[src/rtl/spd_grade_pkg.sv]
package spd_grade_pkg;
    localparam int NSPD  = 10;
    localparam int IDX_W = $clog2(NSPD);
    localparam int MHZ_W = 12;

    typedef logic [MHZ_W-1:0] mhz_t;

    typedef struct packed {
        mhz_t core;
        mhz_t dev;
        logic done;
    } sel_state_t;

    // Speed grade per flag index; rises then falls, so no ordering by value
    function automatic mhz_t grade_mhz(input logic [IDX_W-1:0] idx);
        case (idx)
            4'd0:    grade_mhz = 12'd1000;
            4'd1:    grade_mhz = 12'd1200;
            4'd2:    grade_mhz = 12'd1350;
            4'd3:    grade_mhz = 12'd1400;
            4'd4:    grade_mhz = 12'd1500;
            4'd5:    grade_mhz = 12'd1400;
            4'd6:    grade_mhz = 12'd1350;
            4'd7:    grade_mhz = 12'd1200;
            4'd8:    grade_mhz = 12'd1000;
            default: grade_mhz = 12'd800;
        endcase
    endfunction
endpackage

[src/rtl/spd_field_pick.sv]
module spd_field_pick
    import spd_grade_pkg::*;
#(
    parameter int              FUSE_W = 32,
    parameter int              LSB    = 0,
    parameter logic [NSPD-1:0] SUP    = '1
) (
    input  logic [FUSE_W-1:0] fuse,
    output logic [NSPD-1:0]   surv
);
    // field slice, R7 supported mask
    always_comb begin
        surv = fuse[LSB +: NSPD] & SUP;
    end
endmodule

[src/rtl/spd_prio_find.sv]
module spd_prio_find
    import spd_grade_pkg::*;
(
    input  logic [NSPD-1:0]  vec,
    output logic             hit,
    output logic [IDX_W-1:0] idx
);
    // ascending scan, later (higher) indices override earlier ones
    always_comb begin
        hit = 1'b0;
        idx = '0;
        for (int k = 0; k < NSPD; k++) begin
            if (vec[k]) begin
                hit = 1'b1;
                idx = IDX_W'(k);
            end
        end
    end
endmodule

[src/rtl/spd_lane.sv]
module spd_lane
    import spd_grade_pkg::*;
#(
    parameter int              FUSE_W  = 32,
    parameter int              LSB     = 0,
    parameter logic [NSPD-1:0] SUP     = '1,
    parameter int              FLOOR_N = 800,
    parameter int              FLOOR_L = 200
) (
    input  logic [FUSE_W-1:0] fuse,
    input  logic              lowend,
    output mhz_t              mhz,
    output logic [NSPD-1:0]   surv,
    output logic              hit,
    output logic [IDX_W-1:0]  idx
);
    spd_field_pick #(.FUSE_W(FUSE_W), .LSB(LSB), .SUP(SUP)) u_pick (
        .fuse (fuse),
        .surv (surv)
    );

    spd_prio_find u_find (
        .vec (surv),
        .hit (hit),
        .idx (idx)
    );

    // table lookup, R6 variant floor
    always_comb begin
        if (hit)         mhz = grade_mhz(idx);
        else if (lowend) mhz = MHZ_W'(FLOOR_L);
        else             mhz = MHZ_W'(FLOOR_N);
    end
endmodule

[src/rtl/spd_grade_sel.sv]
module spd_grade_sel
    import spd_grade_pkg::*;
#(
    parameter int              FUSE_W   = 32,
    parameter int              DEV_LSB  = 0,
    parameter int              CORE_LSB = 16,
    parameter logic [NSPD-1:0] DEV_SUP  = 10'h1F7,
    parameter logic [NSPD-1:0] CORE_SUP = 10'h3DF,
    parameter int              FLOOR_N  = 800,
    parameter int              FLOOR_L  = 200
) (
    input  logic              clk,
    input  logic              rst_n,
    input  logic              req_valid,
    input  logic [FUSE_W-1:0] fuse_word,
    input  logic              lowend_sel,
    output logic [MHZ_W-1:0]  core_mhz,
    output logic [MHZ_W-1:0]  dev_mhz,
    output logic              done
);
    localparam int NLANE = 2;  // lane 0 = device, lane 1 = core
    localparam int              LANE_LSB [NLANE] = '{DEV_LSB, CORE_LSB};
    localparam logic [NSPD-1:0] LANE_SUP [NLANE] = '{DEV_SUP, CORE_SUP};

    mhz_t             lane_mhz  [NLANE];
    logic [NSPD-1:0]  lane_surv [NLANE];
    logic             lane_hit  [NLANE];
    logic [IDX_W-1:0] lane_idx  [NLANE];

    for (genvar g = 0; g < NLANE; g++) begin : g_lane
        spd_lane #(
            .FUSE_W  (FUSE_W),
            .LSB     (LANE_LSB[g]),
            .SUP     (LANE_SUP[g]),
            .FLOOR_N (FLOOR_N),
            .FLOOR_L (FLOOR_L)
        ) u_lane (
            .fuse   (fuse_word),
            .lowend (lowend_sel),
            .mhz    (lane_mhz[g]),
            .surv   (lane_surv[g]),
            .hit    (lane_hit[g]),
            .idx    (lane_idx[g])
        );

        // a winning index always names a surviving flag, none above it
        a_r4_win_is_top: assert property (@(posedge clk) disable iff (!rst_n)
            lane_hit[g] |-> (lane_surv[g][lane_idx[g]] &&
                             ((lane_surv[g] >> lane_idx[g]) == NSPD'(1))));
        // survivors never include unsupported flags
        a_r7_mask_kept: assert property (@(posedge clk) disable iff (!rst_n)
            (lane_surv[g] & ~LANE_SUP[g]) == '0);
    end

    sel_state_t st_d, st_q;

    always_comb begin
        st_d      = st_q;
        st_d.done = req_valid;
        if (req_valid) begin
            st_d.dev  = lane_mhz[0];
            st_d.core = lane_mhz[1];
        end
    end

    always_ff @(posedge clk) begin
        if (!rst_n) st_q <= '0;
        else        st_q <= st_d;
    end

    assign core_mhz = st_q.core;
    assign dev_mhz  = st_q.dev;
    assign done     = st_q.done;

    function automatic logic legal_mhz(input mhz_t v, input logic le);
        legal_mhz = (v == 12'd1000) || (v == 12'd1200) || (v == 12'd1350) ||
                    (v == 12'd1400) || (v == 12'd1500) || (v == 12'd800) ||
                    (le && v == MHZ_W'(FLOOR_L));
    endfunction

    // strobe gives a pulse next cycle, and only a strobe does
    a_r2_done_after_valid: assert property (@(posedge clk) disable iff (!rst_n)
        req_valid |=> done);
    a_r2_no_spurious_done: assert property (@(posedge clk) disable iff (!rst_n)
        !req_valid |=> !done);
    // results hold between strobes
    a_r8_hold: assert property (@(posedge clk) disable iff (!rst_n)
        !req_valid |=> ($stable(core_mhz) && $stable(dev_mhz)));
    // a reported speed is a table entry or the variant floor
    a_r5_legal_value: assert property (@(posedge clk) disable iff (!rst_n)
        done |-> (legal_mhz(core_mhz, lowend_sel) && legal_mhz(dev_mhz, lowend_sel)));
endmodule

[config.mk]
export PLATFORM = sky130hd
export DESIGN_NAME = spd_grade_sel
export DESIGN_NICKNAME = d
export VERILOG_FILES = /design/src/rtl/spd_grade_pkg.sv /design/src/rtl/spd_field_pick.sv /design/src/rtl/spd_prio_find.sv /design/src/rtl/spd_lane.sv /design/src/rtl/spd_grade_sel.sv
export SDC_FILE = /design/constraint.sdc
export NUM_CORES = 1
export LEC_CHECK = 0
export BUFFER_PORTS_ARGS = -buffer_cell sky130_fd_sc_hd__buf_2
export CORE_MARGIN = 4
export CORE_UTILIZATION = 51
export DETAILED_ROUTE_END_ITERATION = 12
export GPL_TIMING_DRIVEN = 1
export PLACE_DENSITY_LB_ADDON = 0.08
export SLEW_MARGIN = 20
export SYNTH_ARGS = -nofsm -noshare
export SYNTH_HDL_FRONTEND = slang
export SYNTH_HIERARCHICAL = 1
export SYNTH_SLANG_ARGS = --single-unit
[constraint.sdc]
create_clock -name clk -period 2.6 [get_ports clk]
set_input_delay 0.52 -clock clk [delete_from_list [all_inputs] [get_ports clk]]
set_output_delay 0.52 -clock clk [all_outputs]
set_load 0.1 [all_outputs]
# --- After elaboration in Yosys (flattened, before gate mapping) ---
# Memory sizes are Yosys's and may differ from the RTL's.
# Index checks and enable logic that the tools add are counted.
word_totals:
  mem_count: 2
  wordCells: 40
  register_bits: 25
  in_bits: 36
  romBits: 320
memory_table:
  columns: ["name", "depth", "word_bits", "read_ports", "rd_ports_with_merged_regs", "wr", "line", "rtl"]
  rows:
  - ["(name not given)", 16, 10, 1, 0, 0, "spd_grade_pkg.sv:16", "case (idx)"]
  - ["(name not given)", 16, 10, 1, 0, 0, "spd_grade_pkg.sv:16", null]
classes:
  n_mux: 35
ops:
  columns: ["operator", "count"]
  rows:
  - ["$mux 4", 13]
  - ["$mux 12", 2]
  - ["$mux 1", 19]
  - ["$mux 10", 1]

# --- Logic depth before layout (Yosys ltp) ---
logic_depth:
  ltp_word: 10
  ltp_mapped: 10
  mapped_depth_nobuf: 9

# --- Modules after synthesis ---
# Netlist, hierarchy kept.
modules_own_cells:
  columns: ["mod", "cells_each", "area_per_inst_um2", "seq_area_each_um2", "instances"]
  rows:
  - ["spd_grade_sel", 79, 955.9, 500.5, 1]
  - ["spd_lane at g_lane[0].u_lane", 34, 286.5, 0.0, 1]
  - ["spd_lane at g_lane[1].u_lane", 34, 281.5, 0.0, 1]
  - ["spd_prio_find", 15, 90.1, 0.0, 2]
  - ["spd_field_pick", 11, 78.8, 0.0, 2]

# --- Least setup slack after synthesis ---
# OpenSTA, ideal clock, no wires.
synth_path:
  kind: "input-to-reg"
  startpoint: "in fuse_word[4]"
  endpoint: "reg st_q, in the netlist dev_mhz[7]"
  n_path_buf: 1
  arrival_ns: 2.353
  t_required_ns: 2.533
  slack_ns: 0.180
  cell_stages: 10
  cell_sequence: "buf_4 > nor2_1 > a221oi_2 > o31ai_1 > inv_1 > ha_1 > mux2_1 > o211ai_2 > mux2i_1 > nor2b_1"
synth_rtl:
  columns: ["item", "line", "rtl"]
  rows:
  - ["from (decl)", "spd_grade_sel.sv:15", "input logic [FUSE_W-1:0] fuse_word,"]
  - ["to (signal assigned)", "spd_grade_sel.sv:68", "else st_q <= st_d;"]
  - ["to (decl)", "spd_grade_sel.sv:55", "sel_state_t st_d, st_q;"]

==> flow_summary.yaml <==
grt:
  grt_pass1_vias: 1323
  grt_overflow: 0
  grtUsageTotal_pct: 15.11
  antenna_found_initial: 0
  grt_max_degree: 26
  grt_first_pass_wirelength_um: 5430
detailed_routing:
  vias_per_cell: 5.015
  dr.first_iter.drc_count: 40
  drt-wirelength-per-cell_um: 12.29
  vias: 1354
  drcViolationCount: 0
  drt_wl_total_um: 3317
  dr.pass1.iters: 4
  antenna_left: 0
floorplanning:
  die_h_um: 68.42
  num_rows: 21
  die_w_um: 68.42
  die_area_um2: 4681
  boundaryPins: 61
  initial_core_util_pct: 54.09
  core_um2: 3442
cts:
  hold_buffers: 0
  h-tree-depth: 1
  clk_latency_ps: 260
  cts_tree: "built"
  clockBufferDepth: 2
  cts_root_buffer: "clkbuf_8"
  ctsResizeCount: 0
  cts.clk_slew.worst_paths_ps: 80
  cts-buffers-inserted: 3
  post_cts_buffers: 0
  cts_sinks: 25
place:
  gp_congestion: 0.9116
  hpwl_um: 2711
  numPortBuffers: 45
power:
  combPwrFrac_pct: 35.4
  p_sw_share_pct: 37.70
  seqPwrFrac_pct: 42.0
  p_switching_uw: 370.4
  powerDensity_nw_per_um2: 498.6
  clockPowerShare_pct: 22.6
  p_int_uw: 612.1
  leakage_uw: 0.0009941
  vdd_drop_max_uv: 330.7
final_layout:
  layout.nets: 271
  syn_to_final_growth_pct: 5.847
  drive_above_1_share_pct: 29.46
  diodes: 0
  fin_util_pct: 57.25
critical_path:
  cp.arrival_ps: 2320
  start_kind: "input pin"
  cp_max_fo: 4
  criticalPathCategory: "input pin to flop"
  cp.required_ps: 2810
  cp-end-kind: "flop"
synthesis:
  yosysSeqAreaShare_pct: 26.88
  synth.avg_cell_area_um2: 9.356
  ys_ff_latch: 25
  yosys.area.top_type: "dfxtp_1"
  syn_area_um2: 1862
  synth_cell_type_count: 32
  synthArstFlopShare_pct: 0
  yosysWarnings: 6
  yosysTopAreaCellShare_pct: 26.88
  synth_edf_count: 0
  synth_flop_cell: "dfxtp_1"
  synth_area_leaders: "dfxtp_1, mux2i_1, buf_4"
  syn_inst: 199
outcome:
  status: "finished clean"
worst_hold_path:
  hp-class: "flop to flop"
timing:
  slew_headroom_pct: 54.11
  finClkSkew_ps: 0
  worst_slew_pin_slew_ps: 688.4
  fin_crit_ps: 2117
  rsz0062_at_grt: "no"
  finalSetupViolCount: 0
  hold_viol: 0
  setup_tns_ps: 0
  fmax_ghz: 0.4724
  finalCritPeriodShare_pct: 81.41
  maxSlewViolCount: 0
flow_run:
  maxCapViolations: 0
==> final timing paths <==
kind / slack, ps / startpoint / depth (start not counted) / to
max: 480 / fuse_word[4] / 10 / dev_mhz[7]$_SDFFE_PN0P_
min: 510 / dev_mhz[5]$_SDFFE_PN0P_ / 2 / dev_mhz[5]$_SDFFE_PN0P_
max reg2reg: 1960 / core_mhz[6]$_SDFFE_PN0P_ / 2 / core_mhz[6]$_SDFFE_PN0P_
min reg2reg: 510 / dev_mhz[5]$_SDFFE_PN0P_ / 2 / dev_mhz[5]$_SDFFE_PN0P_
==> layout by cell type, fill, tap and decap left out <==
master | synthesis | routed
clkbuf_8 | 0 | 3
nand2b_1 | 8 | 8
clkinv_2 | 0 | 1
dfxtp_1 | 25 | 25
and2_1 | 5 | 5
conb_1 | 4 | 7
o211ai_2 | 3 | 3
and2b_1 | 2 | 2
a221oi_2 | 2 | 2
nand4b_1 | 2 | 2
nor4_2 | 2 | 2
nor2b_1 | 26 | 26
or2_0 | 2 | 2
mux2_1 | 1 | 1
nor3_1 | 2 | 2
a31oi_1 | 2 | 2
buf_2 | 0 | 45
o211a_1 | 2 | 2
inv_1 | 10 | 10
o211ai_1 | 3 | 3
or2b_1 | 2 | 2
nor2_1 | 10 | 10
a21oi_2 | 1 | 1
buf_4 | 24 | 4
mux2i_1 | 24 | 24
nand2_1 | 2 | 2
o31a_1 | 2 | 2
nand4_1 | 2 | 2
ha_1 | 10 | 10
mux2_4 | 5 | 5
a21oi_1 | 7 | 7
o31ai_1 | 2 | 2
==> power by group through the flow <==
stage / Sequential, uW / Clock [uW] / Combinational, uW
after floorplan: 570 / 0 / 171
after global placement: 421 / 0 / 341
after detailed placement: 422 / 0 / 349
after CTS: 413 / 231 / 349
after global routing: 416 / 244 / 373
final: 413 / 222 / 347
==> sequential cells by signal, indices dropped and copies added (netlist names) <==
register	cells
done	1
dev_mhz	12
core_mhz	12
==> per-stage QoR <==
stage | power [uW] | hold WS [ps] | setup WS [ps] | area, um2 | std cells
2_1_floorplan | 741.0 | 648.2 | 180.3 | 1873 | 202
3_5_place_dp | 770.9 | 498.6 | 184.2 | 1924 | 266
4_1_cts | 993.6 | 519.2 | 472.7 | 1971 | 270
3_3_place_gp | 761.7 | 490.5 | 265.2 | 1924 | 266
6_report | 982.5 | 512.7 | 483.3 | 1971 | 270
5_1_grt | 1032 | 541.3 | 242.4 | 1971 | 270
==> critical path: stages <==
cell and delay (ps):
buf_2 120, nor2_1 130, a221oi_2 70, o31ai_1 320, inv_1 150, ha_1 330
mux2_1 320, o211ai_2 140, mux2i_1 90, nor2b_1 120
==> logic make-up (layout without fill, tap and decap cells) <==
family	after synthesis	count (layout)	synth area share [%]
mux	30	30	17.54
buf+inv	41	63	16.06
fa+ha+maj	10	10	6.720
simple gates	65	65	21.30
flops	25	25	26.88
compound gates	24	24	10.69
other cells	4	7	0.8062
==> final cells by class <==
cell class | count | area [um2]
Timing Repair Buffer | 49 | 255.2
Multi-Input combinational cell | 136 | 1074
Tap cell | 46 | 57.56
Inverter | 10 | 37.54
Clock buffer | 3 | 41.29
Clock inverter | 1 | 5.005
Sequential cell | 25 | 500.5
Fill cell | 321 | 1471
==> cell usage after synthesis, drive strengths merged, types with 4 or more instances <==
cell,instances
dfxtp,25
conb,4
inv,10
ha,10
buf,29
nand2b,8
and2,5
mux2,6
a21oi,8
o211ai,6
nor2,10
mux2i,24
nor2b,26
==> routing by layer <==
layer	vias up	part of all wire, %	GRT usage [%]
li1	691	-	-
met5	-	0	0
met2	31	54	29.92
met3	2	5.2	4.105
met4	0	0.54	2.978
met1	630	40	15.48
(Power assumes the default switching activity.)
